--- src/rtl/tr_decade_pkg.sv ---
package tr_decade_pkg;

  localparam int unsigned DEF_STAGES = 5;
  localparam int unsigned DEF_SYNC   = 2;

  function automatic logic [DEF_STAGES-1:0] legal_code(input int unsigned k);
    logic [DEF_STAGES-1:0] all_ones;
    all_ones = '1;
    if (k <= DEF_STAGES) legal_code = all_ones >> (DEF_STAGES - k);
    else                 legal_code = all_ones << (k - DEF_STAGES);
  endfunction

endpackage

--- src/rtl/tr_step_qualifier.sv ---
module tr_step_qualifier #(
  parameter int unsigned SYNC = tr_decade_pkg::DEF_SYNC
) (
  input  logic clk,
  input  logic rise_in,
  input  logic fall_in,
  output logic adv
);
  localparam int unsigned DEPTH = SYNC + 1;

  logic [DEPTH-1:0] rise_sh;
  logic [DEPTH-1:0] fall_sh;

  always_ff @(posedge clk) begin
    rise_sh <= {rise_sh[DEPTH-2:0], rise_in};
    fall_sh <= {fall_sh[DEPTH-2:0], fall_in};
  end

  logic rise_now, rise_old, fall_now, fall_old;
  assign rise_now = rise_sh[SYNC-1];
  assign rise_old = rise_sh[SYNC];
  assign fall_now = fall_sh[SYNC-1];
  assign fall_old = fall_sh[SYNC];

  logic rise_evt, fall_evt;
  assign rise_evt = rise_now & ~rise_old & ~fall_now;
  assign fall_evt = ~fall_now & fall_old & rise_now;

  assign adv = rise_evt | fall_evt;
endmodule

--- src/rtl/tr_reset_release.sv ---
module tr_reset_release #(
  parameter int unsigned SYNC = tr_decade_pkg::DEF_SYNC
) (
  input  logic clk,
  input  logic mr,
  output logic hold
);
  logic [SYNC-1:0] sh;

  always_ff @(posedge clk or posedge mr) begin
    if (mr) sh <= '1;
    else    sh <= {sh[SYNC-2:0], 1'b0};
  end

  assign hold = sh[SYNC-1];
endmodule

--- src/rtl/tr_johnson_ring.sv ---
module tr_johnson_ring #(
  parameter int unsigned STAGES = tr_decade_pkg::DEF_STAGES
) (
  input  logic              clk,
  input  logic              mr,
  input  logic              hold,
  input  logic              adv,
  input  logic              load,
  input  logic [STAGES-1:0] load_val,
  output logic [STAGES-1:0] ring
);
  logic [STAGES-1:0] nxt;

  generate
    for (genvar i = 0; i < STAGES; i++) begin : g_stage
      if (i == 0) begin : g_first
        assign nxt[i] = ~ring[STAGES-1];
      end else if (i == 2) begin : g_fix
        assign nxt[i] = ring[1] & (ring[0] | ring[2]);
      end else begin : g_shift
        assign nxt[i] = ring[i-1];
      end
    end
  endgenerate

  always_ff @(posedge clk or posedge mr) begin
    if (mr)        ring <= '0;
    else if (hold) ring <= '0;
    else if (load) ring <= load_val;
    else if (adv)  ring <= nxt;
  end
endmodule

--- src/rtl/tr_ring_decoder.sv ---
module tr_ring_decoder #(
  parameter int unsigned STAGES = tr_decade_pkg::DEF_STAGES,
  localparam int unsigned NSTATES = 2 * STAGES
) (
  input  logic [STAGES-1:0]  ring,
  output logic [NSTATES-1:0] q,
  output logic               carry_n
);
  generate
    for (genvar k = 0; k < NSTATES; k++) begin : g_dec
      if (k == 0) begin : g_zero
        assign q[k] = ~ring[STAGES-1] & ~ring[0];
      end else if (k < STAGES) begin : g_fill
        assign q[k] = ring[k-1] & ~ring[k];
      end else if (k == STAGES) begin : g_full
        assign q[k] = ring[STAGES-1] & ring[0];
      end else begin : g_drain
        assign q[k] = ~ring[k-STAGES-1] & ring[k-STAGES];
      end
    end
  endgenerate

  assign carry_n = ~ring[STAGES-1];
endmodule

--- src/rtl/tr_decade_counter.sv ---
module tr_decade_counter #(
  parameter int unsigned STAGES = tr_decade_pkg::DEF_STAGES,
  parameter int unsigned SYNC   = tr_decade_pkg::DEF_SYNC,
  localparam int unsigned NSTATES = 2 * STAGES
) (
  input  logic               clk,
  input  logic               mr,
  input  logic               step_rise_in,
  input  logic               step_fall_in,
  input  logic               preset_en,
  input  logic [STAGES-1:0]  preset_ring,
  output logic [NSTATES-1:0] q,
  output logic               carry_n
);
  logic adv;
  logic rst_hold;
  logic [STAGES-1:0] ring;

  tr_step_qualifier #(.SYNC(SYNC)) u_qual (
    .clk(clk), .rise_in(step_rise_in), .fall_in(step_fall_in), .adv(adv)
  );

  tr_reset_release #(.SYNC(SYNC)) u_rel (
    .clk(clk), .mr(mr), .hold(rst_hold)
  );

  tr_johnson_ring #(.STAGES(STAGES)) u_ring (
    .clk(clk), .mr(mr), .hold(rst_hold), .adv(adv),
    .load(preset_en), .load_val(preset_ring), .ring(ring)
  );

  tr_ring_decoder #(.STAGES(STAGES)) u_dec (
    .ring(ring), .q(q), .carry_n(carry_n)
  );
endmodule

--- config.mk ---
export PLATFORM = sky130hd
export DESIGN_NAME = tr_decade_counter
export DESIGN_NICKNAME = d
export VERILOG_FILES = /design/src/rtl/tr_decade_pkg.sv /design/src/rtl/tr_step_qualifier.sv /design/src/rtl/tr_reset_release.sv /design/src/rtl/tr_johnson_ring.sv /design/src/rtl/tr_ring_decoder.sv /design/src/rtl/tr_decade_counter.sv
export SDC_FILE = /design/constraint.sdc
export NUM_CORES = 1
export LEC_CHECK = 0
export BUFFER_PORTS_ARGS = -buffer_cell sky130_fd_sc_hd__buf_2
export CAP_MARGIN = 20
export CELL_PAD_IN_SITES_DETAIL_PLACEMENT = 0
export CELL_PAD_IN_SITES_GLOBAL_PLACEMENT = 1
export CORE_AREA = 2 2 59 47
export CTS_CLUSTER_SIZE = 12
export DETAILED_ROUTE_END_ITERATION = 8
export DIE_AREA = 0 0 61 49
export PLACE_DENSITY_LB_ADDON = 0.25
export SLEW_MARGIN = 20
export SYNTH_ARGS = -nofsm -noshare
export SYNTH_HDL_FRONTEND = slang
export SYNTH_SLANG_ARGS = --single-unit
--- constraint.sdc ---
create_clock -name clk -period 2 [get_ports clk]
set_input_delay 0.2 -clock clk [delete_from_list [all_inputs] [get_ports clk]]
set_output_delay 0.2 -clock clk [all_outputs]
set_load 0.005 [all_outputs]
==> results of run 1 <==
==> power groups by stage <==
| stage | sequential, uW | clock, uW | combinational (uW) |
|---|---|---|---|
| after floorplan | 297 | 0 | 53.7 |
| after global placement | 303 | 0 | 81.9 |
| after detailed placement | 303 | 0 | 82.1 |
| after CTS | 298 | 171 | 83.9 |
| after global routing | 301 | 185 | 95.3 |
| final | 297 | 160 | 84.9 |
==> through the flow <==
step / total power [uW] / hold WS [ns] / setup WS [ns] / cells
3_5_place_dp: 385.2 / 0.1496 / 0.7066 / 106
6_report: 542.2 / 0.2909 / 0.7173 / 113
3_3_place_gp: 384.6 / 0.1435 / 0.7155 / 106
4_1_cts: 552.6 / 0.006474 / 0.7091 / 111
5_1_grt: 581.6 / 0.3119 / 0.6301 / 113
2_1_floorplan: 350.6 / 0.001946 / 0.7596 / 51
==> flip-flops by register name, summed over array words and instances (netlist names) <==
signal	flops
u_qual.rise_sh	3
u_ring.ring	5
u_rel.sh	2
u_qual.fall_sh	3
==> kinds of logic after synthesis <==
group / after synthesis / synth area share [%]
simple gates: 18 / 16.23
flops: 13 / 52.19
compound gates: 7 / 10.53
mux: 7 / 15.79
buf+inv: 5 / 4.604
other cells: 1 / 0.6573
==> cell type report <==
class | count | area [sq um] | area share, %
multi-input cells | 33 | 246.5 | 32.35
clock inverters | 1 | 5.005 | 0.6568
inverters | 4 | 15.01 | 1.970
well taps | 36 | 45.04 | 5.911
clock buffers | 3 | 22.52 | 2.956
repair buffers | 23 | 130.1 | 17.08
flip-flops and latches | 13 | 297.8 | 39.08
==> placed cells by master (no fill, tap or decap) <==
master,count
a311o_2,1
mux2_4,4
a21oi_1,1
clkinv_2,1
nor2_1,7
dfrtp_1,5
mux2i_1,3
nor2b_1,5
and2_1,1
buf_2,20
conb_1,1
a31o_4,1
o21a_1,1
or2_2,1
inv_1,4
a31oi_1,1
dlygate4sd3_1,3
or2_4,1
o31ai_1,1
dfxtp_1,6
o21ai_0,1
dfstp_2,2
clkbuf_4,3
nand2b_1,1
nand2_1,2
==> Yosys cell counts <==
library cell / number / area [sq um]
o21ai_0: 1 / 5.000
a31oi_1: 1 / 6.260
conb_1: 1 / 3.750
a311o_2: 1 / 11.26
dfxtp_1: 6 / 120.1
and2_1: 1 / 6.260
dfrtp_1: 5 / 125.1
a21oi_1: 1 / 5.000
or2_4: 1 / 8.760
nor2_1: 7 / 26.28
dfstp_2: 2 / 52.55
mux2_4: 4 / 60.06
nand2b_1: 1 / 6.260
nand2_1: 2 / 7.510
inv_1: 4 / 15.01
buf_6: 1 / 11.26
nor2b_1: 5 / 31.28
o21a_1: 1 / 7.510
a31o_4: 1 / 17.52
or2_2: 1 / 6.260
mux2i_1: 3 / 30.03
o31ai_1: 1 / 7.510
==> critical path, stage by stage (launching register included) <==
cell and delay (ns):
dfstp_2 0.40, or2_4 0.24, a31o_4 0.24, mux2_4 0.29
==> path summary, 6_finish.rpt <==
check                                     startpoint                         end  slack, ns  depth (start not counted)
setup / recovery               u_rel.sh[1]$_DFF_PP1_  u_ring.ring[3]$_DFFE_PP0P_       0.72                          3
max in group asynchronous                         mr       u_rel.sh[1]$_DFF_PP1_       1.34                          3
hold / removal                        preset_ring[2]  u_ring.ring[2]$_DFFE_PP0P_       0.29                          4
min in group asynchronous                         mr  u_ring.ring[2]$_DFFE_PP0P_       0.39                          3
hold reg to reg            u_qual.rise_sh[0]$_DFF_P_   u_qual.rise_sh[1]$_DFF_P_       0.33                          0
setup reg to reg               u_rel.sh[1]$_DFF_PP1_  u_ring.ring[3]$_DFFE_PP0P_       0.72                          3
==> what timing repair did <==
action	CTS	global route
hold buffers	1	2
hold endpoints to repair	5	2
gates resized for setup	0	0
==> layer usage <==
layer  vias up  global-route usage (%)  part of all wire (%)
met2        11                   11.65                    46
met3         2                   5.040                   7.5
met5         -                       0                     0
met4         0                   4.348                   1.2
met1       196                   10.47                    45
li1        220                       -                     -
==> qor.yml, run 1 <==
gr-total-overflow: 0
cts_buffers: 3
dieArea_sq_um: 2989
clockBufferDepth: 2
rsz0062_at_grt: "false"
finalSetupViolations: 0
drv_slew: 0
syn_nets: 61
nNetsFinal: 88
drive_gt1_share_pct: 44.16
p_sw_uw: 137.3
cts_root_buf: "clkbuf_4"
p_int_uw: 404.8
clock.fmax_ghz: 0.7796
grt_antenna_before_repair: 0
cts_sinks: 13
maxCapViolCount: 0
critPathCaptureType: "flop"
fin_skew_ns: 0.0005627
track_usage_pct: 8.552
num-fill-cells: 268
wl_per_cell_microns: 9.549
grt_pass1_wl_microns: 1766
power_density_nw_per_um2: 711.5
die_height_microns: 49
netlist_area_sq_um: 570.5
yosys_warnings: 0
grt_pass1_vias: 384
arrival_ns: 1.45
clk_latency_ns: 0.27
port-buffer-count: 20
post-route-min-period_ns: 1.283
finalCoreUtilization_pct: 30.95
grt_max_degree: 9
sequentialPowerShare_pct: 54.8
clock_power_share_pct: 29.5
htree_levels: 1
drcViolationCount: 0
num_rows: 16
hold_violations: 0
area_growth_pct: 33.55
antenna_left: 0
synth-seq-cells: 13
pin_count: 21
dpl.hpwl_microns: 822.4
cp_data_required_time_ns: 2.16
cts_tree: "yes"
switching_share_pct: 25.33
netlist_instances: 51
avgSynthCellArea_sq_um: 11.19
path_class: "flop to flop"
avgViaCountPerCell: 3.796
gp_congestion: 0.7043
path_clk_slew_ns: 0.08
initial_core_util_pct: 23.17
postRouteWirelength_microns: 1079
core_area_sq_um: 2462
leakagePower_uw: 0.0003881
power_frac_comb_pct: 15.7
finalSetupTns_ns: 0
diodes: 0
crit_path_max_fanout: 6
synth_cell_types: 22
status: "finished, final reports clean"
hp-class: "input pin to flop"
synth_seq_area_share_pct: 52.19
worst_setup_path_start_kind: "flop"
dr_total_vias: 429
die_w_microns: 61
ir_worst_vdd_mv: 0.3759
final_cell_area_sq_um: 762.0
firstDrtPassIters: 2
min_period_over_period_pct: 64.14
placed_cell_area_sq_um: 704.4
cts_setup_buffers: 0
initialDrtViolationCount: 7
(Power assumes the default switching activity.)
==> run 2, diff against run 1 <==
==> constraint.sdc (replaced) <==
create_clock -name clk -period 1.3 [get_ports clk]
set_input_delay 0.13 -clock clk [delete_from_list [all_inputs] [get_ports clk]]
set_output_delay 0.13 -clock clk [all_outputs]
set_load 0.005 [all_outputs]
==> qor.yml, run 2 (synthesis results as in run 1) <==
cp_top_family: "flip-flops"
final_cell_mix: "buf_2, nor2_1, dfxtp_1, nor2b_1, dfrtp_1"
critPathCaptureType: "flop"
die_height_microns: 49
antenna_left: 0
gp_congestion: 0.6733
initial_core_util_pct: 23.17
drcViolationCount: 0
maxCapViolCount: 0
clockBufferDepth: 2
num-fill-cells: 259
area_growth_pct: 35.96
firstDrtPassIters: 3
met1_usage_pct: 10.53
largest_register_ffs: 5
die_w_microns: 61
track_usage_pct: 8.833
cts_buffers: 3
hold_violations: 0
avgViaCountPerCell: 3.765
fin_ws_ns: 0.04945
p_sw_uw: 203.0
r2r_start: "u_rel.sh[1]$_DFF_PP1_"
dieArea_sq_um: 2989
path_class: "flop to flop"
leakagePower_uw: 0.0003950
cp_data_required_time_ns: 1.46
min_period_over_period_pct: 96.20
p_int_uw: 631.6
gr-total-overflow: 0
cts_sinks: 13
power_density_nw_per_um2: 1076
grt_max_degree: 8
met2_usage_pct: 13.80
cts_tree: "yes"
r2r_slack_ns: 0.05
hp-class: "input pin to flop"
diodes: 0
port-buffer-count: 20
initialDrtViolationCount: 10
grt_antenna_before_repair: 0
path_depth: 3
clock_power_share_pct: 28.8
busiest_layer: "met2"
placed_cell_area_sq_um: 719.4
use_met3_pct: 4.775
dr_total_vias: 433
cpMaxStageDelayCell: "dfstp_2"
htree_levels: 1
reg2reg_depth: 3
drive_gt1_share_pct: 44.30
clock.fmax_ghz: 0.7996
startpoint: "u_rel.sh[1]$_DFF_PP1_"
ir_worst_vdd_mv: 0.5301
cts_resized: 0
crit_buf_inv: 0
final_cell_area_sq_um: 775.7
wl_per_cell_microns: 9.600
power_frac_comb_pct: 16.7
path_clk_slew_ns: 0.07
finalSetupViolations: 0
grt_pass1_vias: 424
postRouteWirelength_microns: 1104
core_area_sq_um: 2462
cts_root_buf: "clkbuf_4"
status: "finished, final reports clean"
clk_latency_ns: 0.27
finalSetupTns_ns: 0
pre_cts_ws_ns: 0.05626
num_rows: 16
reg.largest.list: "u_ring.ring: 5 flops, u_qual.fall_sh: 3 flops, u_qual.rise_sh: 3 flops"
fin_skew_ns: 0.001157
crit_chain: "or2_4 -> a31o_4 -> mux2_4"
grt_pass1_wl_microns: 1897
max_stage_delay_ns: 0.37
rsz0062_at_grt: "false"
drv_slew: 0
switching_share_pct: 24.32
nNetsFinal: 90
crit_path_end: "u_ring.ring[0]$_DFFE_PP0P_"
r2r-end: "u_ring.ring[0]$_DFFE_PP0P_"
crit_path_max_fanout: 4
worst_setup_path_start_kind: "flop"
sequentialPowerShare_pct: 54.5
post-route-min-period_ns: 1.251
final_common_cell: "buf_2"
dpl.hpwl_microns: 875.4
regMostFlops: "u_ring.ring"
arrival_ns: 1.41
pin_count: 21
==> run 2: cell types whose count changed in the layout (fill, tap and decap cells not counted) <==
cell	previous run	this run
clkbuf_1	0	1
clkinv_2	1	0
buf_4	0	2
==> run 2: power groups by stage <==
stage                     Clock (uW)  Combinational, uW  Sequential, uW
after detailed placement           0                135             464
after global routing             269                157             460
final                            240                139             455
after floorplan                    0               82.6             457
after CTS                        253                142             455
after global placement             0                134             463
==> run 2: layer usage <==
| metal | vias to the layer above | wire length [microns] |
|---|---|---|
| met1 | 196 | 521 |
| met3 | 0 | 70 |
| li1 | 223 | - |
| met2 | 14 | 512 |
| met4 | 0 | 0 |
| met5 | - | 0 |
==> run 2: cell type report <==
| cell class | instances | area [sq um] | share of cell area, % |
|---|---|---|---|
| flip-flops and latches | 13 | 297.8 | 38.39 |
| multi-input cells | 33 | 246.5 | 31.77 |
| repair buffers | 25 | 145.1 | 18.71 |
| well taps | 36 | 45.04 | 5.806 |
| clock buffers | 4 | 26.28 | 3.387 |
| inverters | 4 | 15.01 | 1.935 |
==> run 2: what timing repair did <==
| action | in CTS | in global routing |
|---|---|---|
| buffers inserted | 0 | 0 |
| hold buffers | 3 | 0 |
| hold endpoints to repair | 7 | 0 |
==> run 2: how the worst min path moves through the flow <==
stage / from / to / slack [ns] / depth (start not counted)
CTS: preset_ring[2] / u_ring.ring[2]$_DFFE_PP0P_ / 0.22 / 4
detailed placement: mr / u_ring.ring[3]$_DFFE_PP0P_ / 0.08 / 2
global route: preset_ring[4] / u_ring.ring[4]$_DFFE_PP0P_ / 0.25 / 4
global placement: mr / u_ring.ring[3]$_DFFE_PP0P_ / 0.07 / 2
finish: preset_ring[2] / u_ring.ring[2]$_DFFE_PP0P_ / 0.22 / 4
floorplan: mr / u_ring.ring[0]$_DFFE_PP0P_ / -0.07 / 1
==> run 2: through the flow <==
step	hold WS [ns]	util [%]	total power (uW)	std cells
after global routing	0.2473	31.50	886.0	115
after detailed placement	0.07585	29.22	598.5	108
after global placement	0.07122	29.22	597.1	108
after floorplan	-0.06805	-	539.4	51
final	0.2241	31.50	834.6	115
after CTS	0.2200	31.50	849.9	115
==> run 2: worst reg2reg max path: cells and delay by family (launching register included) <==
family / cells / cell delay [ns]
muxes: 1 / 0.30
DFF: 1 / 0.37
and+or+nand+nor: 1 / 0.23
AOI/OAI and AO/OA: 1 / 0.24
==> run 3, diff against run 2 <==
--- a/config.mk
+++ b/config.mk
@@ -5,14 +5,14 @@
 export SDC_FILE = /design/constraint.sdc
 export NUM_CORES = 1
 export LEC_CHECK = 0
+export ABC_AREA = 1
 export BUFFER_PORTS_ARGS = -buffer_cell sky130_fd_sc_hd__buf_2
 export CAP_MARGIN = 20
 export CELL_PAD_IN_SITES_DETAIL_PLACEMENT = 0
 export CELL_PAD_IN_SITES_GLOBAL_PLACEMENT = 1
-export CORE_AREA = 2 2 59 47
-export CTS_CLUSTER_SIZE = 12
+export CORE_AREA = 4 4 59 48
 export DETAILED_ROUTE_END_ITERATION = 8
-export DIE_AREA = 0 0 61 49
+export DIE_AREA = 0 0 63 52
 export PLACE_DENSITY_LB_ADDON = 0.25
 export SLEW_MARGIN = 20
 export SYNTH_ARGS = -nofsm -noshare
==> qor.yml, run 3 <==
grt_antenna_before_repair: 0
gp_congestion: 0.7914
synth_adder_area_share_pct: 0
core_area_sq_um: 2233
avgSynthCellArea_sq_um: 7.967
htree_levels: 1
clk_latency_ns: 0.27
whs_ns: 0.1929
drcViolationCount: 0
largest_register_ffs: 5
dpl.hpwl_microns: 907.4
grt_pass1_wl_microns: 1980
finalSetupTns_ns: 0
regMostFlops: "u_ring.ring"
avgViaCountPerCell: 4.067
critPathCaptureType: "output pin"
synth_top_area_cell: "dfrtp_1"
synth_simple_gate_area_share_pct: 31.64
cts_root_buf: "clkbuf_4"
crit_path_max_fanout: 4
min_period_over_period_pct: 85.80
grt_max_degree: 12
num-fill-cells: 258
netlist_area_sq_um: 541.8
r2r_start: "u_rel.sh[1]$_DFF_PP1_"
final_cell_mix: "buf_2, nand2_1, nand3_1, nor2_1, inv_1"
synthArstFlopShare_pct: 53.85
synth_ff_type: "dfxtp_1"
synth_compound_area_share_pct: 3.695
synth-seq-cells: 13
gr-total-overflow: 0
yosys-top-cells-area: "dfrtp_1, dfxtp_1, nand2_1"
ir_worst_vdd_mv: 0.4368
fin_skew_ns: 0.0001900
hold_violations: 0
drive_gt1_share_pct: 36.17
synth_edf_count: 0
yosysMostFrequentCell: "nand2_1"
hold_buffers: 3
reg.largest.list: "u_ring.ring: 5 flops, u_qual.fall_sh: 3 flops, u_qual.rise_sh: 3 flops"
port-buffer-count: 20
cp_data_required_time_ns: 1.17
cts_buffers: 3
wl_per_cell_microns: 9.639
nNetsFinal: 105
clockBufferDepth: 2
track_usage_pct: 7.996
dr_total_vias: 484
power_density_nw_per_um2: 1123
drv_slew: 0
clock.fmax_ghz: 0.8965
worstHoldStart: "preset_ring[1]"
pin_count: 21
dieArea_sq_um: 3276
hp-class: "input pin to flop"
initialDrtViolationCount: 20
startpoint: "u_ring.ring[3]$_DFFE_PP0P_"
finalSetupViolations: 0
synthMuxAreaShare_pct: 0
die_height_microns: 52
cts_sinks: 13
area_growth_pct: 32.79
num_rows: 15
die_w_microns: 63
arrival_ns: 0.99
finalPower_uw: 807.7
initial_core_util_pct: 24.26
final_common_cell: "buf_2"
ys_top_cells_by_count: "nand2_1, nand3_1, nor2_1, inv_1, dfxtp_1"
synth_cell_types: 14
path_class: "flop to output pin"
post-route-min-period_ns: 1.115
syn_nets: 78
cts_setup_buffers: 0
finalCoreUtilization_pct: 32.21
leakagePower_uw: 0.0004079
status: "finished, final reports clean"
synth_top_area_share_pct: 23.09
netlist_instances: 68
firstDrtPassIters: 4
cts_tree: "yes"
yosys_warnings: 0
synth-xor-area-share_pct: 0
grt_pass1_vias: 438
diodes: 0
cts_resized: 0
antenna_left: 0
synth_seq_area_share_pct: 54.97
maxCapViolCount: 0
path_clk_slew_ns: 0.08
postRouteWirelength_microns: 1147
rsz0062_at_grt: "false"
worst_setup_path_start_kind: "flop"
synth_top_family_by_area: "simple AND/OR/NAND/NOR gates"
## run 3: changes by cell type after synthesis, moves of 3 or more
cell / before / now
nor2_2: 0 / 3
inv_2: 0 / 3
nand3_1: 0 / 10
inv_1: 4 / 7
mux2_4: 4 / 0
nand2_1: 2 / 15
mux2i_1: 3 / 0
nor2b_1: 5 / 0
## run 3: final timing paths
| path | endpoint | slack (ns) | cells after the start |
|---|---|---|---|
| worst min-delay path | u_ring.ring[1]$_DFFE_PP0P_ | 0.19 | 5 |
| min in group asynchronous | u_ring.ring[1]$_DFFE_PP0P_ | 0.33 | 3 |
| max in group asynchronous | u_rel.sh[0]$_DFF_PP1_ | 0.70 | 3 |
| worst max register to register | u_ring.ring[0]$_DFFE_PP0P_ | 0.33 | 4 |
| worst max-delay path | q[4] | 0.18 | 3 |
| worst min register to register | u_qual.fall_sh[1]$_DFF_P_ | 0.33 | 0 |
## run 3: through the flow
stage | cell area (sq um) | setup slack (ns) | instances
after global routing | 719.4 | 0.07214 | 119
after CTS | 719.4 | 0.1568 | 119
final | 719.4 | 0.1846 | 119
after detailed placement | 661.9 | 0.3672 | 112
after global placement | 661.9 | 0.3553 | 112
after floorplan | 541.8 | 0.4470 | 68
## run 3: critical path, stage by stage, from the launching register on
cell,delay [ns]
dfrtp_1,0.42
inv_1,0.12
nor2_1,0.05
buf_2,0.13
## run 3: final cells by class
| cell class | count | area [sq um] | area share, % |
|---|---|---|---|
| Clock buffer | 3 | 22.52 | 3.130 |
| Clock inverter | 1 | 5.005 | 0.6957 |
| Inverter | 10 | 37.54 | 5.217 |
| Multi-Input combinational cell | 44 | 195.2 | 27.13 |
| Sequential cell | 13 | 297.8 | 41.39 |
| Tap cell | 25 | 31.28 | 4.348 |
| Timing Repair Buffer | 23 | 130.1 | 18.09 |
## run 3: power by group
group	total [uW]	switching, uW	internal [uW]
registers	449	20.0	429
logic	120	65.2	54.8
clock network	239	125	114
total	808	210	597
## run 3: cell families (layout without fill, tap and decap cells)
kind of cell    Yosys count  in the layout
compound gates            4              4
buf+inv                  11             37
flops                    13             13
other cells               1              1
simple gates             39             39
## run 3: routing by layer
layer | global-route usage (%) | wire length [microns] | vias to the layer above
met3 | 4.536 | 74 | 0
met5 | 0 | 0 | -
met4 | 3.297 | 0 | 0
met2 | 10.51 | 467 | 15
met1 | 10.48 | 604 | 210
li1 | - | - | 259
